--- config.mk ---
export PLATFORM = sky130hd
export DESIGN_NAME = msi_rx_top
export DESIGN_NICKNAME = d
export VERILOG_FILES = /design/src/rtl/msi_rx_pkg.sv /design/src/rtl/msi_rx_regs.sv /design/src/rtl/msi_rx_match.sv /design/src/rtl/msi_rx_pending.sv /design/src/rtl/msi_rx_top.sv
export SDC_FILE = /design/constraint.sdc
export NUM_CORES = 1
export LEC_CHECK = 0
export ABC_CLOCK_PERIOD_IN_PS = 1800
export BUFFER_PORTS_ARGS = -buffer_cell sky130_fd_sc_hd__buf_2
export CAP_MARGIN = 5
export CORE_ASPECT_RATIO = 0.9
export CORE_MARGIN = 10
export CORE_UTILIZATION = 30
export DETAILED_ROUTE_END_ITERATION = 12
export PLACE_DENSITY = 0.48
export SLEW_MARGIN = 15
export SYNTH_ARGS = -nofsm -noshare
export SYNTH_HDL_FRONTEND = slang
export SYNTH_SLANG_ARGS = --single-unit
--- constraint.sdc ---
create_clock -name clk -period 1.8 [get_ports clk]
set_input_delay 0.09 -clock clk [delete_from_list [all_inputs] [get_ports clk]]
set_output_delay 0.09 -clock clk [all_outputs]
set_load 0.02 [all_outputs]
--- src/rtl/msi_rx_pkg.sv ---
package msi_rx_pkg;

  localparam int unsigned REG_IDX_W = 3;
  localparam int unsigned REG_W     = 32;

  localparam logic [REG_IDX_W-1:0] RIX_ADDR_LO = 3'd0;
  localparam logic [REG_IDX_W-1:0] RIX_ADDR_HI = 3'd1;
  localparam logic [REG_IDX_W-1:0] RIX_MATCH   = 3'd2;
  localparam logic [REG_IDX_W-1:0] RIX_RAISED  = 3'd3;
  localparam logic [REG_IDX_W-1:0] RIX_CLEAR   = 3'd4;
  localparam logic [REG_IDX_W-1:0] RIX_UNMASK  = 3'd5;
  localparam logic [REG_IDX_W-1:0] RIX_EOI     = 3'd6;

  // Doorbell address: bit 0 of the low word is the enable, so it is
  // forced to zero in the compared address.
  function automatic logic [2*REG_W-1:0] doorbell_addr(
    input logic [REG_W-1:1] lo_hi_bits,
    input logic [REG_W-1:0] hi
  );
    return {hi, lo_hi_bits, 1'b0};
  endfunction

  // Upper half of the match word selects which data bits must equal the
  // lower half.
  function automatic logic data_hits(
    input logic [REG_W/2-1:0] data,
    input logic [REG_W-1:0]   match
  );
    return ((data ^ match[REG_W/2-1:0]) & match[REG_W-1:REG_W/2]) == '0;
  endfunction

endpackage

--- src/rtl/msi_rx_regs.sv ---
module msi_rx_regs
  import msi_rx_pkg::*;
#(
  parameter int unsigned NUM_VEC = 32
) (
  input  logic                 clk,
  input  logic                 rst_n,
  input  logic                 reg_we,
  input  logic [REG_IDX_W-1:0] reg_idx,
  input  logic [REG_W-1:0]     reg_wdata,
  input  logic [NUM_VEC-1:0]   pending,
  output logic [REG_W-1:0]     reg_rdata,
  output logic [REG_W-1:0]     addr_lo,
  output logic [REG_W-1:0]     addr_hi,
  output logic [REG_W-1:0]     match_cfg,
  output logic [NUM_VEC-1:0]   clr_bits,
  output logic [NUM_VEC-1:0]   unmask_bits,
  output logic                 eoi_pulse
);

  always_ff @(posedge clk or negedge rst_n) begin
    if (!rst_n) begin
      addr_lo   <= '0;
      addr_hi   <= '0;
      match_cfg <= '0;
    end else if (reg_we) begin
      case (reg_idx)
        RIX_ADDR_LO: addr_lo   <= reg_wdata;
        RIX_ADDR_HI: addr_hi   <= reg_wdata;
        RIX_MATCH:   match_cfg <= reg_wdata;
        default: ;
      endcase
    end
  end

  // Strobe-type registers: no storage, one-cycle action bits.
  assign clr_bits    = (reg_we && reg_idx == RIX_CLEAR)  ? reg_wdata[NUM_VEC-1:0] : '0;
  assign unmask_bits = (reg_we && reg_idx == RIX_UNMASK) ? reg_wdata[NUM_VEC-1:0] : '0;
  assign eoi_pulse   = reg_we && reg_idx == RIX_EOI && reg_wdata[0];

  always_comb begin
    reg_rdata = '0;
    case (reg_idx)
      RIX_ADDR_LO: reg_rdata = addr_lo;
      RIX_ADDR_HI: reg_rdata = addr_hi;
      RIX_MATCH:   reg_rdata = match_cfg;
      RIX_RAISED:  reg_rdata[NUM_VEC-1:0] = pending;
      default:     reg_rdata = '0;
    endcase
  end

  // A write to a storage index is visible on the read port next cycle.
  AST_REG_READBACK: assert property (@(posedge clk) disable iff (!rst_n)
    (reg_we && reg_idx == RIX_MATCH) |=> (match_cfg == $past(reg_wdata)))
    else $error("match register lost its write");

endmodule

--- src/rtl/msi_rx_match.sv ---
module msi_rx_match
  import msi_rx_pkg::*;
#(
  parameter int unsigned NUM_VEC = 32,
  localparam int unsigned VEC_W  = $clog2(NUM_VEC)
) (
  input  logic               in_valid,
  input  logic [2*REG_W-1:0] in_addr,
  input  logic [REG_W-1:0]   in_data,
  input  logic [REG_W-1:0]   addr_lo,
  input  logic [REG_W-1:0]   addr_hi,
  input  logic [REG_W-1:0]   match_cfg,
  output logic               rx_enable,
  output logic               addr_ok,
  output logic               data_ok,
  output logic               hit,
  output logic [VEC_W-1:0]   hit_vec
);

  logic unused_data_hi;
  assign unused_data_hi = ^in_data[REG_W-1:REG_W/2];

  assign rx_enable = addr_lo[0];
  assign addr_ok   = in_addr == doorbell_addr(addr_lo[REG_W-1:1], addr_hi);
  assign data_ok   = data_hits(in_data[REG_W/2-1:0], match_cfg);
  assign hit       = in_valid && rx_enable && addr_ok && data_ok;
  assign hit_vec   = in_data[VEC_W-1:0];

endmodule

--- src/rtl/msi_rx_pending.sv ---
module msi_rx_pending #(
  parameter int unsigned NUM_VEC = 32,
  localparam int unsigned VEC_W  = $clog2(NUM_VEC)
) (
  input  logic               clk,
  input  logic               rst_n,
  input  logic               hit,
  input  logic [VEC_W-1:0]   hit_vec,
  input  logic [NUM_VEC-1:0] clr_bits,
  input  logic [NUM_VEC-1:0] unmask_bits,
  input  logic               eoi,
  output logic [NUM_VEC-1:0] pending_q,
  output logic [NUM_VEC-1:0] mask_q,
  output logic               irq_q
);

  logic [NUM_VEC-1:0] set_bits;
  logic [NUM_VEC-1:0] pend_d;
  logic [NUM_VEC-1:0] mask_d;
  logic               any_active_d;

  for (genvar i = 0; i < NUM_VEC; i++) begin : g_vec
    assign set_bits[i] = hit && (hit_vec == VEC_W'(i));
    // Set is ORed after the clear, so a same-cycle raise survives.
    assign pend_d[i]   = set_bits[i] | (pending_q[i] & ~clr_bits[i]);
    assign mask_d[i]   = mask_q[i] & ~unmask_bits[i];
  end

  assign any_active_d = |(pend_d & ~mask_d);

  always_ff @(posedge clk or negedge rst_n) begin
    if (!rst_n) begin
      pending_q <= '0;
      mask_q    <= '1;
      irq_q     <= 1'b0;
    end else begin
      pending_q <= pend_d;
      mask_q    <= mask_d;
      irq_q     <= !eoi && any_active_d;
    end
  end

  AST_SET_ON_HIT: assert property (@(posedge clk) disable iff (!rst_n)
    hit |=> pending_q[$past(hit_vec)])
    else $error("hit did not raise its vector");

  AST_W1C_CLEARS: assert property (@(posedge clk) disable iff (!rst_n)
    (clr_bits != '0 && !hit) |=> ((pending_q & $past(clr_bits)) == '0))
    else $error("acknowledged vector still pending");

  AST_SET_WINS: assert property (@(posedge clk) disable iff (!rst_n)
    (hit && clr_bits[hit_vec]) |=> pending_q[$past(hit_vec)])
    else $error("same-cycle clear beat the raise");

  AST_EOI_DROPS: assert property (@(posedge clk) disable iff (!rst_n)
    eoi |=> !irq_q)
    else $error("line stayed high across end of interrupt");

  AST_IRQ_HAS_SOURCE: assert property (@(posedge clk) disable iff (!rst_n)
    irq_q |-> ((pending_q & ~mask_q) != '0))
    else $error("line high with no unmasked pending vector");

  AST_MASK_NEVER_SETS: assert property (@(posedge clk) disable iff (!rst_n)
    1'b1 |=> ((mask_q & ~$past(mask_q)) == '0))
    else $error("a vector became masked again");

endmodule

--- src/rtl/msi_rx_top.sv ---
module msi_rx_top
  import msi_rx_pkg::*;
#(
  parameter int unsigned NUM_VEC = 32
) (
  input  logic                 clk,
  input  logic                 rst_n,
  input  logic                 reg_we,
  input  logic [REG_IDX_W-1:0] reg_idx,
  input  logic [REG_W-1:0]     reg_wdata,
  output logic [REG_W-1:0]     reg_rdata,
  input  logic                 in_valid,
  input  logic [2*REG_W-1:0]   in_addr,
  input  logic [REG_W-1:0]     in_data,
  output logic                 irq
);

  localparam int unsigned VEC_W = $clog2(NUM_VEC);

  logic [REG_W-1:0]   addr_lo;
  logic [REG_W-1:0]   addr_hi;
  logic [REG_W-1:0]   match_cfg;
  logic [NUM_VEC-1:0] clr_bits;
  logic [NUM_VEC-1:0] unmask_bits;
  logic               eoi_pulse;
  logic               rx_enable;
  logic               addr_ok;
  logic               data_ok;
  logic               hit;
  logic [VEC_W-1:0]   hit_vec;
  logic [NUM_VEC-1:0] pending_q;
  logic [NUM_VEC-1:0] mask_q;

  msi_rx_regs #(.NUM_VEC(NUM_VEC)) u_regs (
    .clk         (clk),
    .rst_n       (rst_n),
    .reg_we      (reg_we),
    .reg_idx     (reg_idx),
    .reg_wdata   (reg_wdata),
    .pending     (pending_q),
    .reg_rdata   (reg_rdata),
    .addr_lo     (addr_lo),
    .addr_hi     (addr_hi),
    .match_cfg   (match_cfg),
    .clr_bits    (clr_bits),
    .unmask_bits (unmask_bits),
    .eoi_pulse   (eoi_pulse)
  );

  msi_rx_match #(.NUM_VEC(NUM_VEC)) u_match (
    .in_valid  (in_valid),
    .in_addr   (in_addr),
    .in_data   (in_data),
    .addr_lo   (addr_lo),
    .addr_hi   (addr_hi),
    .match_cfg (match_cfg),
    .rx_enable (rx_enable),
    .addr_ok   (addr_ok),
    .data_ok   (data_ok),
    .hit       (hit),
    .hit_vec   (hit_vec)
  );

  msi_rx_pending #(.NUM_VEC(NUM_VEC)) u_pend (
    .clk         (clk),
    .rst_n       (rst_n),
    .hit         (hit),
    .hit_vec     (hit_vec),
    .clr_bits    (clr_bits),
    .unmask_bits (unmask_bits),
    .eoi         (eoi_pulse),
    .pending_q   (pending_q),
    .mask_q      (mask_q),
    .irq_q       (irq)
  );

  AST_DISABLED_NO_SET: assert property (@(posedge clk) disable iff (!rst_n)
    !rx_enable |=> ((pending_q & ~$past(pending_q)) == '0))
    else $error("vector raised while reception disabled");

  AST_MISS_NO_SET: assert property (@(posedge clk) disable iff (!rst_n)
    (in_valid && !(addr_ok && data_ok)) |=> ((pending_q & ~$past(pending_q)) == '0))
    else $error("stray write raised a vector");

endmodule

==> results_dict.tcl <==
set metrics [dict create \
    status "finished with violations" \
    violations "negative setup slack" \
    areaGrowthSynthToFinish_pct 44.5 \
    place_congestion 0.893 \
    powerDensity_nw_per_um2 923 \
    hold_viol 0 \
    clk_path_buf_depth 2 \
    io_buffers 151 \
    grt_pass1_vias 7571 \
    cts_tree "yes" \
    synth_warnings 0 \
    track_usage 0.195 \
    crit_top_cell "nand4_1" \
    dr.pass1.iters 5 \
    cp_slowest_cell "dfrtp_1" \
    fin_tns_setup_ps -10860 \
    initial_core_util 0.304 \
    n_antenna_cell 0 \
    grt_max_degree 54 \
    crit_family "simple AND/OR/NAND/NOR gates" \
    synth_top_cell_by_area "dfrtp_1" \
    synth.net_count 876 \
    cp.buffers_inverters 1 \
    dieArea_um2 34400 \
    crit_required_ps 2160 \
    drc 0 \
    crit_path_start_kind "register" \
    crit_start "u_regs.addr_lo[2]$_DFFE_PN0P_" \
    skew_ps 12.5 \
    setup_viol 33 \
    crit_fanout 7 \
    dpl_worst_slack_ps -704 \
    wl_mm 34.1 \
    finalInstanceArea_um2 11900 \
    layout-drive-gt1-share 0.512 \
    antenna_found_initial 0 \
    synth-main-ff-cell "dfrtp_1" \
    placed_cell_area_um2 11000 \
    root_buffer "clkbuf_16" \
    first_iter_violations 606 \
    vdd_drop_max_v 0.000666 \
    period_needed_ps 2180 \
    postRouteAntennaNets 0 \
    ys_ff_latch 161 \
    synth_cells 741 \
    routed-via-count 7290 \
    clk_pin_slew_ps 70 \
    via_per_inst 4.98 \
    fmax_mhz 459 \
    finalWorstSetupSlack_ps -380 \
    h-tree-depth 4 \
    ys_top_cells_by_area "dfrtp_1, mux2_2, dfstp_2" \
    synth_edf_count 0 \
    yosysMostFrequentCell "dfrtp_1" \
    routedWlPerCell_um 23.3 \
    core.rowCount 57 \
    max_stage_delay_ps 400 \
    holdCritStartpoint "reg_wdata[6]" \
    syn_area_um2 8220 \
    leakage_nw 5.64 \
    grt_pass1_wl_mm 50.2 \
    ys_seq_area_frac 0.495 \
    drv_slew 0 \
    worstMarginPinSlew_ps 541 \
    async_flop_share 1.00 \
    grt_overflow 0 \
    reg2reg_from "u_regs.addr_lo[2]$_DFFE_PN0P_" \
    worstSetupPathType "register to register" \
    fin_crit_sh 1.21 \
    ioPinCount 168 \
    relSlewSlack 0.636 \
    syn_area_per_cell_um2 11.1 \
    synth_cell_types 47 \
    rsz0062_at_grt "yes" \
    die_y_um 177 \
    die_x_um 194 \
    cp_cell_sequence "xnor2_2 -> nand4_1 -> nor4_4 -> and4_4 -> nand4_1 -> buf_6 -> o21ai_2" \
    hold_ws_ps 12.7 \
    synth_top_area_frac 0.393 \
    hp-class "input port to register" \
    dp_hpwl_mm 27.2 \
    nNetsFinal 1232 \
    core_um2 27000 \
    cts_buffers 17 \
    cp-end-kind "register" \
    finalPower_w 0.0110 \
    cp.arrival_ps 2540 \
    drv_cap 0 \
    cts_sinks 161 \
    clk_latency_ps 440 \
    synthTopCellsByCount "dfrtp_1, mux2_2, a22oi_1" \
]
layer usage:
layer	vias up	routed length (um)	track usage
met5	-	0	0
met3	18	1670	0.0307
met4	0	268	0.0388
met1	3614	16700	0.282
li1	3420	-	-
met2	238	15400	0.301
metrics by stage:
stage / cells / util
2_1_floorplan: 741 / -
3_3_place_gp: 1422 / 0.407
3_5_place_dp: 1422 / 0.407
4_1_cts: 1463 / 0.437
5_1_grt: 1464 / 0.439
6_report: 1464 / 0.439
state kept, by name, indices dropped and copies added (netlist names):
signal	count
u_pend.irq_q	1
u_regs.match_cfg	32
u_pend.pending_q	32
u_regs.addr_lo	32
u_regs.addr_hi	32
u_pend.mask_q	32
kinds of logic after synthesis:
family | synth area share
compound gates | 0.168
flops | 0.495
simple gates | 0.0751
mux | 0.138
xor+xnor | 0.0842
buf+inv | 0.0397
what timing repair did:
action | in CTS | in global routing
gates resized for setup | 52 | 21
endpoints found under the hold margin | 57 | 0
pin swaps | 18 | 13
hold buffers | 9 | 0
endpoints found under the setup margin | 33 | 34
buffers inserted | 0 | 1
gates cloned | 0 | 0
cell type report:
class                           instances  area, um^2
Sequential cell                       161        4070
Inverter                               36         135
Multi-Input combinational cell        501        4030
Timing Repair Buffer                  380        2630
Clock buffer                           17         425
Tap cell                              354         443
Clock inverter                         15         150
Fill cell                            2633       15200
final timing paths:
| path | slack (ps) | cells past startpoint | endpoint |
|---|---|---|---|
| setup / recovery | -380 | 7 | u_pend.pending_q[25]$_DFF_PN0_ |
| setup reg to reg | -380 | 7 | u_pend.pending_q[25]$_DFF_PN0_ |
| hold / removal | 10 | 2 | u_regs.addr_lo[6]$_DFFE_PN0P_ |
| max in group asynchronous | 900 | 3 | u_pend.mask_q[18]$_DFF_PN1_ |
| min in group asynchronous | 170 | 2 | u_regs.addr_hi[23]$_DFFE_PN0P_ |
| hold reg to reg | 500 | 1 | u_pend.mask_q[25]$_DFF_PN1_ |
worst reg2reg max path, stage by stage, from the launching register on:
cell and delay [ps]:
dfrtp_1 400, xnor2_2 190, nand4_1 200, nor4_4 380, and4_4 300, nand4_1 250, buf_6 240, o21ai_2 120
report_power, final:
part | internal [W] | switching (W)
combinational | 0.00153 | 0.00129
clock | 0.00195 | 0.00169
sequential | 0.00411 | 0.000399
layout by cell type (no fill, tap or decap), types with 3 or more instances in the layout:
cell type / instances
a21boi_0: 16
a21boi_1: 12
a21boi_2: 3
a22oi_1: 70
and2_1: 3
buf_12: 9
buf_2: 150
buf_4: 207
buf_6: 5
clkbuf_16: 17
dfrtp_1: 129
dfstp_2: 32
dlygate4sd3_1: 9
inv_1: 36
inv_6: 5
inv_8: 3
mux2_1: 9
mux2_2: 87
mux2i_1: 5
nand2_1: 41
nand2b_1: 6
nand2b_4: 4
nand3_1: 5
nand4_1: 12
nor2_1: 8
nor2b_1: 5
nor3_1: 3
nor4_1: 12
nor4_2: 3
o21ai_0: 32
o21ai_1: 10
o21ai_2: 22
o22ai_1: 20
xnor2_1: 22
xnor2_2: 4
xor2_1: 53
(Power assumes the default switching activity.)
